## config.mk

```make
export PLATFORM = sky130hd
export DESIGN_NAME = vw_spi_master
export DESIGN_NICKNAME = d
export VERILOG_FILES = /design/src/rtl/vw_spi_pkg.sv /design/src/rtl/vw_spi_fifo.sv /design/src/rtl/vw_spi_engine.sv /design/src/rtl/vw_spi_master.sv
export SDC_FILE = /design/constraint.sdc
export NUM_CORES = 1
export LEC_CHECK = 0
export BUFFER_PORTS_ARGS = -buffer_cell sky130_fd_sc_hd__buf_2
export CORE_ASPECT_RATIO = 1.25
export CORE_MARGIN = 5
export CORE_UTILIZATION = 43
export CTS_CLUSTER_DIAMETER = 60
export DETAILED_ROUTE_END_ITERATION = 10
export HOLD_SLACK_MARGIN = 0.08
export PLACE_DENSITY = 0.58
export REMOVE_ABC_BUFFERS = 1
export SYNTH_ARGS = -nofsm -noshare
export SYNTH_HDL_FRONTEND = slang
export SYNTH_HIERARCHICAL = 1
export SYNTH_SLANG_ARGS = --single-unit
export TNS_END_PERCENT = 1
```

## constraint.sdc

```tcl
create_clock -name clk -period 5.32 [get_ports clk]
set_clock_uncertainty 0.05 [all_clocks]
set_input_delay 0.266 -clock clk [delete_from_list [all_inputs] [get_ports clk]]
set_output_delay 0.266 -clock clk [all_outputs]
set_load 0.01 [all_outputs]
```

## src/rtl/vw_spi_pkg.sv

```systemverilog
package vw_spi_pkg;
  localparam logic [7:0] OFS_CTRL0 = 8'h00;
  localparam logic [7:0] OFS_CTRL1 = 8'h04;
  localparam logic [7:0] OFS_STAT  = 8'h08;
  localparam logic [7:0] OFS_PEEK  = 8'h0C;
  localparam logic [7:0] OFS_DATA  = 8'h20;
  localparam logic [7:0] OFS_HOLD  = 8'h30;

  typedef enum logic [1:0] {
    ST_IDLE,
    ST_SHIFT,
    ST_GAP,
    ST_CSHI
  } eng_state_t;
endpackage

```

## src/rtl/vw_spi_fifo.sv

```systemverilog
module vw_spi_fifo #(
  parameter int W     = 30,
  parameter int DEPTH = 4,
  localparam int AW   = $clog2(DEPTH),
  localparam int CW   = $clog2(DEPTH + 1)
) (
  input  logic          clk,
  input  logic          rst,
  input  logic          clr,
  input  logic          push,
  input  logic [W-1:0]  wdata,
  input  logic          pop,
  output logic [W-1:0]  rdata,
  output logic [CW-1:0] level,
  output logic          full,
  output logic          empty
);
  logic [W-1:0]  mem [DEPTH];
  logic [AW-1:0] wp, rp;
  logic [CW-1:0] cnt;
  logic          do_push, do_pop;

  assign full    = (cnt == CW'(DEPTH));
  assign empty   = (cnt == '0);
  assign do_push = push && !full;
  assign do_pop  = pop && !empty;
  assign level   = cnt;
  assign rdata   = mem[rp];

  // storage kept free of reset so it can map onto RAM
  always_ff @(posedge clk) begin
    if (do_push) mem[wp] <= wdata;
  end

  always_ff @(posedge clk) begin
    if (rst || clr) begin
      wp  <= '0;
      rp  <= '0;
      cnt <= '0;
    end else begin
      if (do_push) wp <= (wp == AW'(DEPTH - 1)) ? '0 : wp + 1'b1;
      if (do_pop)  rp <= (rp == AW'(DEPTH - 1)) ? '0 : rp + 1'b1;
      cnt <= cnt + CW'(do_push) - CW'(do_pop);
    end
  end
endmodule

```

## src/rtl/vw_spi_engine.sv

```systemverilog
module vw_spi_engine
  import vw_spi_pkg::*;
#(
  parameter int DATA_W = 24,
  parameter int LEN_W  = 5,
  parameter int SPD_W  = 12,
  parameter int CSH_W  = 3,
  localparam int ENT_W = 1 + LEN_W + DATA_W
) (
  input  logic              clk,
  input  logic              rst,
  input  logic              en,
  input  logic              cpol,
  input  logic              in_rising,
  input  logic              keep_in,
  input  logic [SPD_W-1:0]  speed,
  input  logic [CSH_W-1:0]  cs_hi,
  input  logic              tx_empty,
  input  logic [ENT_W-1:0]  tx_entry,
  input  logic              miso,
  output logic              tx_pop,
  output logic              rx_push,
  output logic [DATA_W-1:0] rx_data,
  output logic              busy,
  output logic [LEN_W-1:0]  bits_left,
  output logic              sclk,
  output logic              mosi,
  output logic              cs_n
);
  eng_state_t        st;
  logic [SPD_W-1:0]  div;
  logic              tick, phase, hold_q, sample_lead, start;
  logic [DATA_W-1:0] tsh, rsh;
  logic [LEN_W-1:0]  left;
  logic [CSH_W+1:0]  wait_n;

  assign tick        = (div == speed);
  assign sample_lead = in_rising ^ cpol;  // rising edge leads when polarity is 0
  assign start       = (st == ST_IDLE) && en && !tx_empty;
  assign tx_pop      = start;
  assign busy        = (st != ST_IDLE);
  assign bits_left   = left;
  assign mosi        = tsh[DATA_W-1];
  assign rx_data     = rsh;

  always_ff @(posedge clk) begin
    if (rst) begin
      st      <= ST_IDLE;
      div     <= '0;
      phase   <= 1'b0;
      hold_q  <= 1'b0;
      tsh     <= '0;
      rsh     <= '0;
      left    <= '0;
      wait_n  <= '0;
      sclk    <= 1'b0;
      cs_n    <= 1'b1;
      rx_push <= 1'b0;
    end else begin
      rx_push <= 1'b0;
      if (st != ST_IDLE) div <= tick ? '0 : div + 1'b1;
      case (st)
        ST_IDLE: begin
          sclk <= cpol;
          if (start) begin
            st     <= ST_SHIFT;
            div    <= '0;
            phase  <= 1'b0;
            cs_n   <= 1'b0;
            hold_q <= tx_entry[DATA_W+LEN_W];
            left   <= tx_entry[DATA_W +: LEN_W];
            tsh    <= tx_entry[DATA_W-1:0];
            if (!keep_in) rsh <= '0;
          end
        end
        ST_SHIFT: if (tick) begin
          phase <= ~phase;
          sclk  <= phase ? cpol : ~cpol;
          if (phase != sample_lead) rsh <= {rsh[DATA_W-2:0], miso};
          if (phase) begin
            tsh  <= {tsh[DATA_W-2:0], 1'b0};
            left <= left - 1'b1;
            if (left == LEN_W'(1)) begin
              st     <= ST_GAP;
              wait_n <= (CSH_W+2)'(3);  // four half periods
            end
          end
        end
        ST_GAP: if (tick) begin
          wait_n <= wait_n - 1'b1;
          if (wait_n == '0) begin
            rx_push <= 1'b1;
            if (hold_q) st <= ST_IDLE;
            else begin
              st     <= ST_CSHI;
              cs_n   <= 1'b1;
              wait_n <= {1'b0, cs_hi, 1'b1};  // 2*(1+H) half periods
            end
          end
        end
        ST_CSHI: if (tick) begin
          wait_n <= wait_n - 1'b1;
          if (wait_n == '0) st <= ST_IDLE;
        end
        default: st <= ST_IDLE;
      endcase
    end
  end
endmodule

```

## src/rtl/vw_spi_master.sv

```systemverilog
module vw_spi_master
  import vw_spi_pkg::*;
#(
  parameter int DATA_W     = 24,
  parameter int FIFO_DEPTH = 4,
  parameter int SPD_W      = 12,
  parameter int CSH_W      = 3,
  localparam int LEN_W     = $clog2(DATA_W + 1),
  localparam int ENT_W     = 1 + LEN_W + DATA_W,
  localparam int CW        = $clog2(FIFO_DEPTH + 1)
) (
  input  logic        clk,
  input  logic        rst,
  input  logic        reg_wr,
  input  logic        reg_rd,
  input  logic [7:0]  reg_addr,
  input  logic [31:0] reg_wdata,
  output logic [31:0] reg_rdata,
  output logic        sclk,
  output logic        mosi,
  input  logic        miso,
  output logic        cs_n,
  output logic        irq
);
  logic [31:0]       c0;
  logic [10:0]       c1;
  logic              cpol_w, busy_w, tx_empty_w, tx_full_w, rx_empty, rx_full;
  logic              wr_tx, tx_pop, rx_push, rx_pop, clr_fifo, idle_ie, txe_ie;
  logic [CW-1:0]     tx_lvl, rx_lvl;
  logic [ENT_W-1:0]  tx_in, tx_out;
  logic [DATA_W-1:0] rx_in, rx_out;
  logic [LEN_W-1:0]  bits_left, eff_len;
  logic [7:0]        raw_len;
  logic [31:0]       rd_next;

  assign cpol_w   = c0[7];
  assign idle_ie  = c1[6];
  assign txe_ie   = c1[7];
  assign wr_tx    = reg_wr && (reg_addr == OFS_DATA || reg_addr == OFS_HOLD);
  assign clr_fifo = reg_wr && (reg_addr == OFS_CTRL0) && reg_wdata[9];
  assign rx_pop   = reg_rd && (reg_addr == OFS_DATA);

  // shift length is resolved once, at queue time
  always_comb begin
    raw_len = c0[14] ? reg_wdata[31:24] : {2'b00, c0[5:0]};
    if (raw_len == 8'd0)             eff_len = LEN_W'(1);
    else if (raw_len > 8'(DATA_W))   eff_len = LEN_W'(DATA_W);
    else                             eff_len = raw_len[LEN_W-1:0];
  end
  assign tx_in = {reg_addr == OFS_HOLD, eff_len, reg_wdata[DATA_W-1:0]};

  vw_spi_fifo #(.W(ENT_W), .DEPTH(FIFO_DEPTH)) i_txq (
    .clk(clk), .rst(rst), .clr(clr_fifo), .push(wr_tx), .wdata(tx_in),
    .pop(tx_pop), .rdata(tx_out), .level(tx_lvl), .full(tx_full_w), .empty(tx_empty_w));

  vw_spi_fifo #(.W(DATA_W), .DEPTH(FIFO_DEPTH)) i_rxq (
    .clk(clk), .rst(rst), .clr(clr_fifo), .push(rx_push), .wdata(rx_in),
    .pop(rx_pop), .rdata(rx_out), .level(rx_lvl), .full(rx_full), .empty(rx_empty));

  vw_spi_engine #(.DATA_W(DATA_W), .LEN_W(LEN_W), .SPD_W(SPD_W), .CSH_W(CSH_W)) i_eng (
    .clk(clk), .rst(rst), .en(c0[11]), .cpol(cpol_w), .in_rising(c0[10]),
    .keep_in(c1[0]), .speed(c0[31:32-SPD_W]), .cs_hi(c1[8 +: CSH_W]),
    .tx_empty(tx_empty_w), .tx_entry(tx_out), .miso(miso), .tx_pop(tx_pop),
    .rx_push(rx_push), .rx_data(rx_in), .busy(busy_w), .bits_left(bits_left),
    .sclk(sclk), .mosi(mosi), .cs_n(cs_n));

  always_comb begin
    case (reg_addr)
      OFS_CTRL0: rd_next = c0;
      OFS_CTRL1: rd_next = {21'd0, c1};
      OFS_STAT:  rd_next = {8'(tx_lvl), 8'(rx_lvl), 5'd0, tx_full_w, tx_empty_w,
                            rx_full, rx_empty, busy_w, 6'(bits_left)};
      OFS_PEEK, OFS_DATA:
                 rd_next = rx_empty ? 32'd0 : {{(32-DATA_W){1'b0}}, rx_out};
      default:   rd_next = 32'd0;
    endcase
  end

  always_ff @(posedge clk) begin
    if (rst) begin
      c0        <= '0;
      c1        <= '0;
      reg_rdata <= '0;
      irq       <= 1'b0;
    end else begin
      if (reg_wr && reg_addr == OFS_CTRL0) c0 <= reg_wdata & ~32'h0000_0200;
      if (reg_wr && reg_addr == OFS_CTRL1) c1 <= reg_wdata[10:0];
      if (reg_rd) reg_rdata <= rd_next;
      irq <= (txe_ie && tx_empty_w) || (idle_ie && !busy_w && tx_empty_w);
    end
  end
endmodule

```

==> run summary <==
CTS tree: done
Worst hold start: reg_addr[5]
Max Clk Rate: 322 MHz
Crit path required time: 5670 ps
Synth async-reset ratio: 0%
Critical path endpoint category: flip-flop
Status: completed
Die Y: 226 um
Worst hold path type: in2reg
Max-cap viol count: 0
Design Area, Final: 18400 um2
DIE AREA: 41300 um2
Layout cells sized above 1: 19.3%
Post-synth EDFFs: 216
Leakage: 0.00621 uW
Clock network power share: 43.9%
Sw frac: 22.2%
Num rows: 79
Syn_area_per_cell: 13.0 um2
Slowest CP cell: nor4_1
Rel. slew slack: 21.8%
Detailed Route WL: 38500 um
Crit path kind: in2reg
Worst Tran Pin Value: 1170 ps
FF-to-FF path depth: 12
Die X: 183 um
ANT nets after route: 0
Max-slew violations: 0
Crit path max fanout: 7
P_int: 4840 uW
Worst EP arrival: 3460 ps
Most used DFF post-synth: edfxtp_1
Starting Density: 43.3%
Fin crit share: 58.5%
Switch Pwr: 1380 uW
RSZ-0062 raised after global routing: no
DP Wirelength: 25500 um
Pin count of the biggest net entering global routing: 65
Htree depth: 2
P&R area growth vs syn: 14.8%
Congestion Overflow GR: 0
Syn Inst Count: 1233
Initial antenna violation count: 0
Post-layout net count: 1392
Clock buffer count from CTS: 40
WP buf/inv: 3
Clock slew at reported path FFs: 60 ps
Yosys reg bits: 386
Cell Area, Placed: 16800 um2
Worst skew pair latency: 550 ps
CTS max path bufs: 3
Vias in the first global route: 10100
Avg WL per Cell: 20.9 um
Critical path, cell by cell: buf_2, or4_1, nor4_1, and2_4, inv_1, ha_1, inv_1, ha_1, fa_1, xnor2_1, xnor2_1, nor3_1
Yosys cell types: 76
Worst setup SP type: primary input
R2r startpoint: i_eng/st[1]
Global placement routability congestion: 0.817
Antenna cells: 0
Min-Delay Endpoint: reg_rdata[26]
First-pass GRT wire length: 59800 um
Syn Std Cell Area: 16000 um2
Setup TNS: 0 ps
Seq/Total Area, Yosys: 61.6%
GRT Total Usage: 18.5%
Clock tree root buffer cell: clkbuf_16
Ys Warns: 6
Peak VDD IR: 0.177 mV
# setup viols final: 0
Max stage delay on crit path: 780 ps
Reg2reg end: i_txq/level[2]
DRT iter0 DRCs: 657
R2R setup slack: 2260 ps
Via/cell ratio: 5.56
Post-route minimum period: 3110 ps
Core area: 37100 um2
I/O Pins: 81
Via Count: 10200
Clk sinks: 386
Flop pwr share: 51.3%
DRT Pass-1 Iters: 5
Pwr Density: 337 nW/um2
Port bufs: 80
DRC errors left: 0
Hold Fails Final Rpt: 0
Gate power share: 4.8%
Top cell family by delay on the critical path: simple AND/OR/NAND/NOR gates
Hold depth: 4
## layer usage
| metal | vias up | track usage, % | share of wire [%] |
|---|---|---|---|
| met5 | - | 0 | 0 |
| met4 | 0 | 5.63 | 2.7 |
| met3 | 54 | 2.51 | 3.7 |
| met2 | 194 | 32.1 | 51 |
| met1 | 5125 | 24.3 | 42 |
| li1 | 4872 | - | - |
## synthesized netlist by cell type (12+ instances only)
library cell / instances / area share (%)
a21oi_1: 80 / 2.5
o21ai_0: 15 / 0.47
a311oi_1: 35 / 1.9
nor3_1: 12 / 0.37
nand2_1: 152 / 3.6
nor2_1: 60 / 1.4
xor2_1: 13 / 0.71
mux2i_1: 19 / 1.2
inv_1: 35 / 0.82
clkbuf_1: 41 / 0.96
edfxtp_1: 216 / 40
o211ai_1: 30 / 1.4
nand2b_1: 19 / 0.74
a22o_1: 22 / 1.2
dfxtp_1: 170 / 21
a221oi_1: 14 / 0.76
buf_2: 24 / 0.75
mux4_2: 54 / 7.6
ha_1: 19 / 1.5
nand3_1: 21 / 0.65
## layout make-up
class	count	area [um2]
Fill cell	3279	18600
Sequential cell	386	9890
Multi-Input combinational cell	728	5620
Clock buffer	57	1110
Timing Repair Buffer	134	893
Tap cell	486	608
Clock inverter	17	176
Inverter	36	135
## worst reg2reg max path, stage by stage, from the launching register on
cell and delay (ps):
dfxtp_1 740, nor2_1 320, nand2_1 220, inv_1 80
o31ai_1 150, inv_1 100, ha_1 290, inv_1 40
ha_1 190, fa_1 380, xnor2_1 180, xnor2_1 140
nor3_1 60
## timing repair
| item | in CTS | in global routing |
|---|---|---|
| resized for setup | 0 | 0 |
| setup buffers | 0 | 0 |
| hold buffers | 34 | 0 |
| endpoints found under the hold margin | 157 | 0 |
## flip-flops by register name, indices dropped and copies added, names as in the netlist, 2 cells and up, named ones only
register,flops
i_eng/div,12
i_txq/wp,2
i_rxq/rp,2
i_rxq/level,3
i_rxq/mem,96
i_eng/bits_left,5
c0,31
i_txq/level,3
i_txq/rp,2
i_eng/rx_data,24
reg_rdata,32
i_eng/st,2
i_rxq/wp,2
c1,11
i_eng/wait_n,5
i_txq/mem,120
i_eng/tsh,24
## power groups by stage
stage | combinational (uW) | clock [uW] | sequential [uW]
6_report | 298 | 2730 | 3190
5_1_grt | 328 | 2920 | 3190
4_1_cts | 301 | 2800 | 3190
3_5_place_dp | 280 | 0 | 3250
3_3_place_gp | 276 | 0 | 3250
2_1_floorplan | 146 | 0 | 3250
## stage by stage
stage / hold slack [ps] / power (uW) / setup WS (ps) / instances / utilization [%]
2_1_floorplan: 284 / 3390 / 1890 / 1150 / -
3_3_place_gp: 394 / 3530 / 1770 / 1736 / 45.3
3_5_place_dp: 398 / 3530 / 1660 / 1736 / 45.3
4_1_cts: 121 / 6290 / 2210 / 1844 / 49.7
5_1_grt: 163 / 6440 / 1960 / 1844 / 49.7
6_report: 154 / 6210 / 2210 / 1844 / 49.7
## worst max path at each step
stage | from | depth (start not counted) | end
after global routing | i_eng/st[1] | 12 | i_txq/level[2]
after detailed placement | reg_addr[1] | 12 | i_txq/level[2]
after CTS | reg_addr[1] | 12 | i_txq/level[2]
after global placement | reg_addr[1] | 12 | i_txq/level[2]
after floorplan | reg_addr[1] | 6 | flip-flop
final | reg_addr[1] | 12 | i_txq/level[2]
## cells in the final DEF, fill, tap and decap left out, types with 10 or more instances in the layout
master / count
a311oi_2: 10
a21oi_1: 79
nand2_1: 152
ha_1: 19
nor4_1: 10
a221oi_1: 14
mux4_2: 54
o211ai_1: 30
nand2b_1: 19
clkbuf_16: 41
buf_2: 79
dlygate4sd3_1: 34
inv_1: 35
o21ai_0: 15
nand3_1: 21
buf_4: 21
nor2_1: 60
and3_2: 10
clkbuf_1: 14
nor3_1: 11
dfxtp_1: 169
mux2i_1: 19
a311oi_1: 35
a22o_1: 22
xor2_1: 13
edfxtp_1: 216
## cells by family (layout without fill, tap and decap cells)
family | count (synthesis) | after routing | synth area share [%]
buffers and inverters | 119 | 244 | 3.51
AOI/OAI and AO/OA | 267 | 267 | 12.3
and+or+nand+nor | 346 | 346 | 10.8
adders and majority gates | 21 | 21 | 1.73
muxes | 73 | 73 | 8.76
DFF | 386 | 386 | 61.6
xor gates and xnor gates | 21 | 21 | 1.23
No activity file was read; power rests on OpenSTA's default activity.
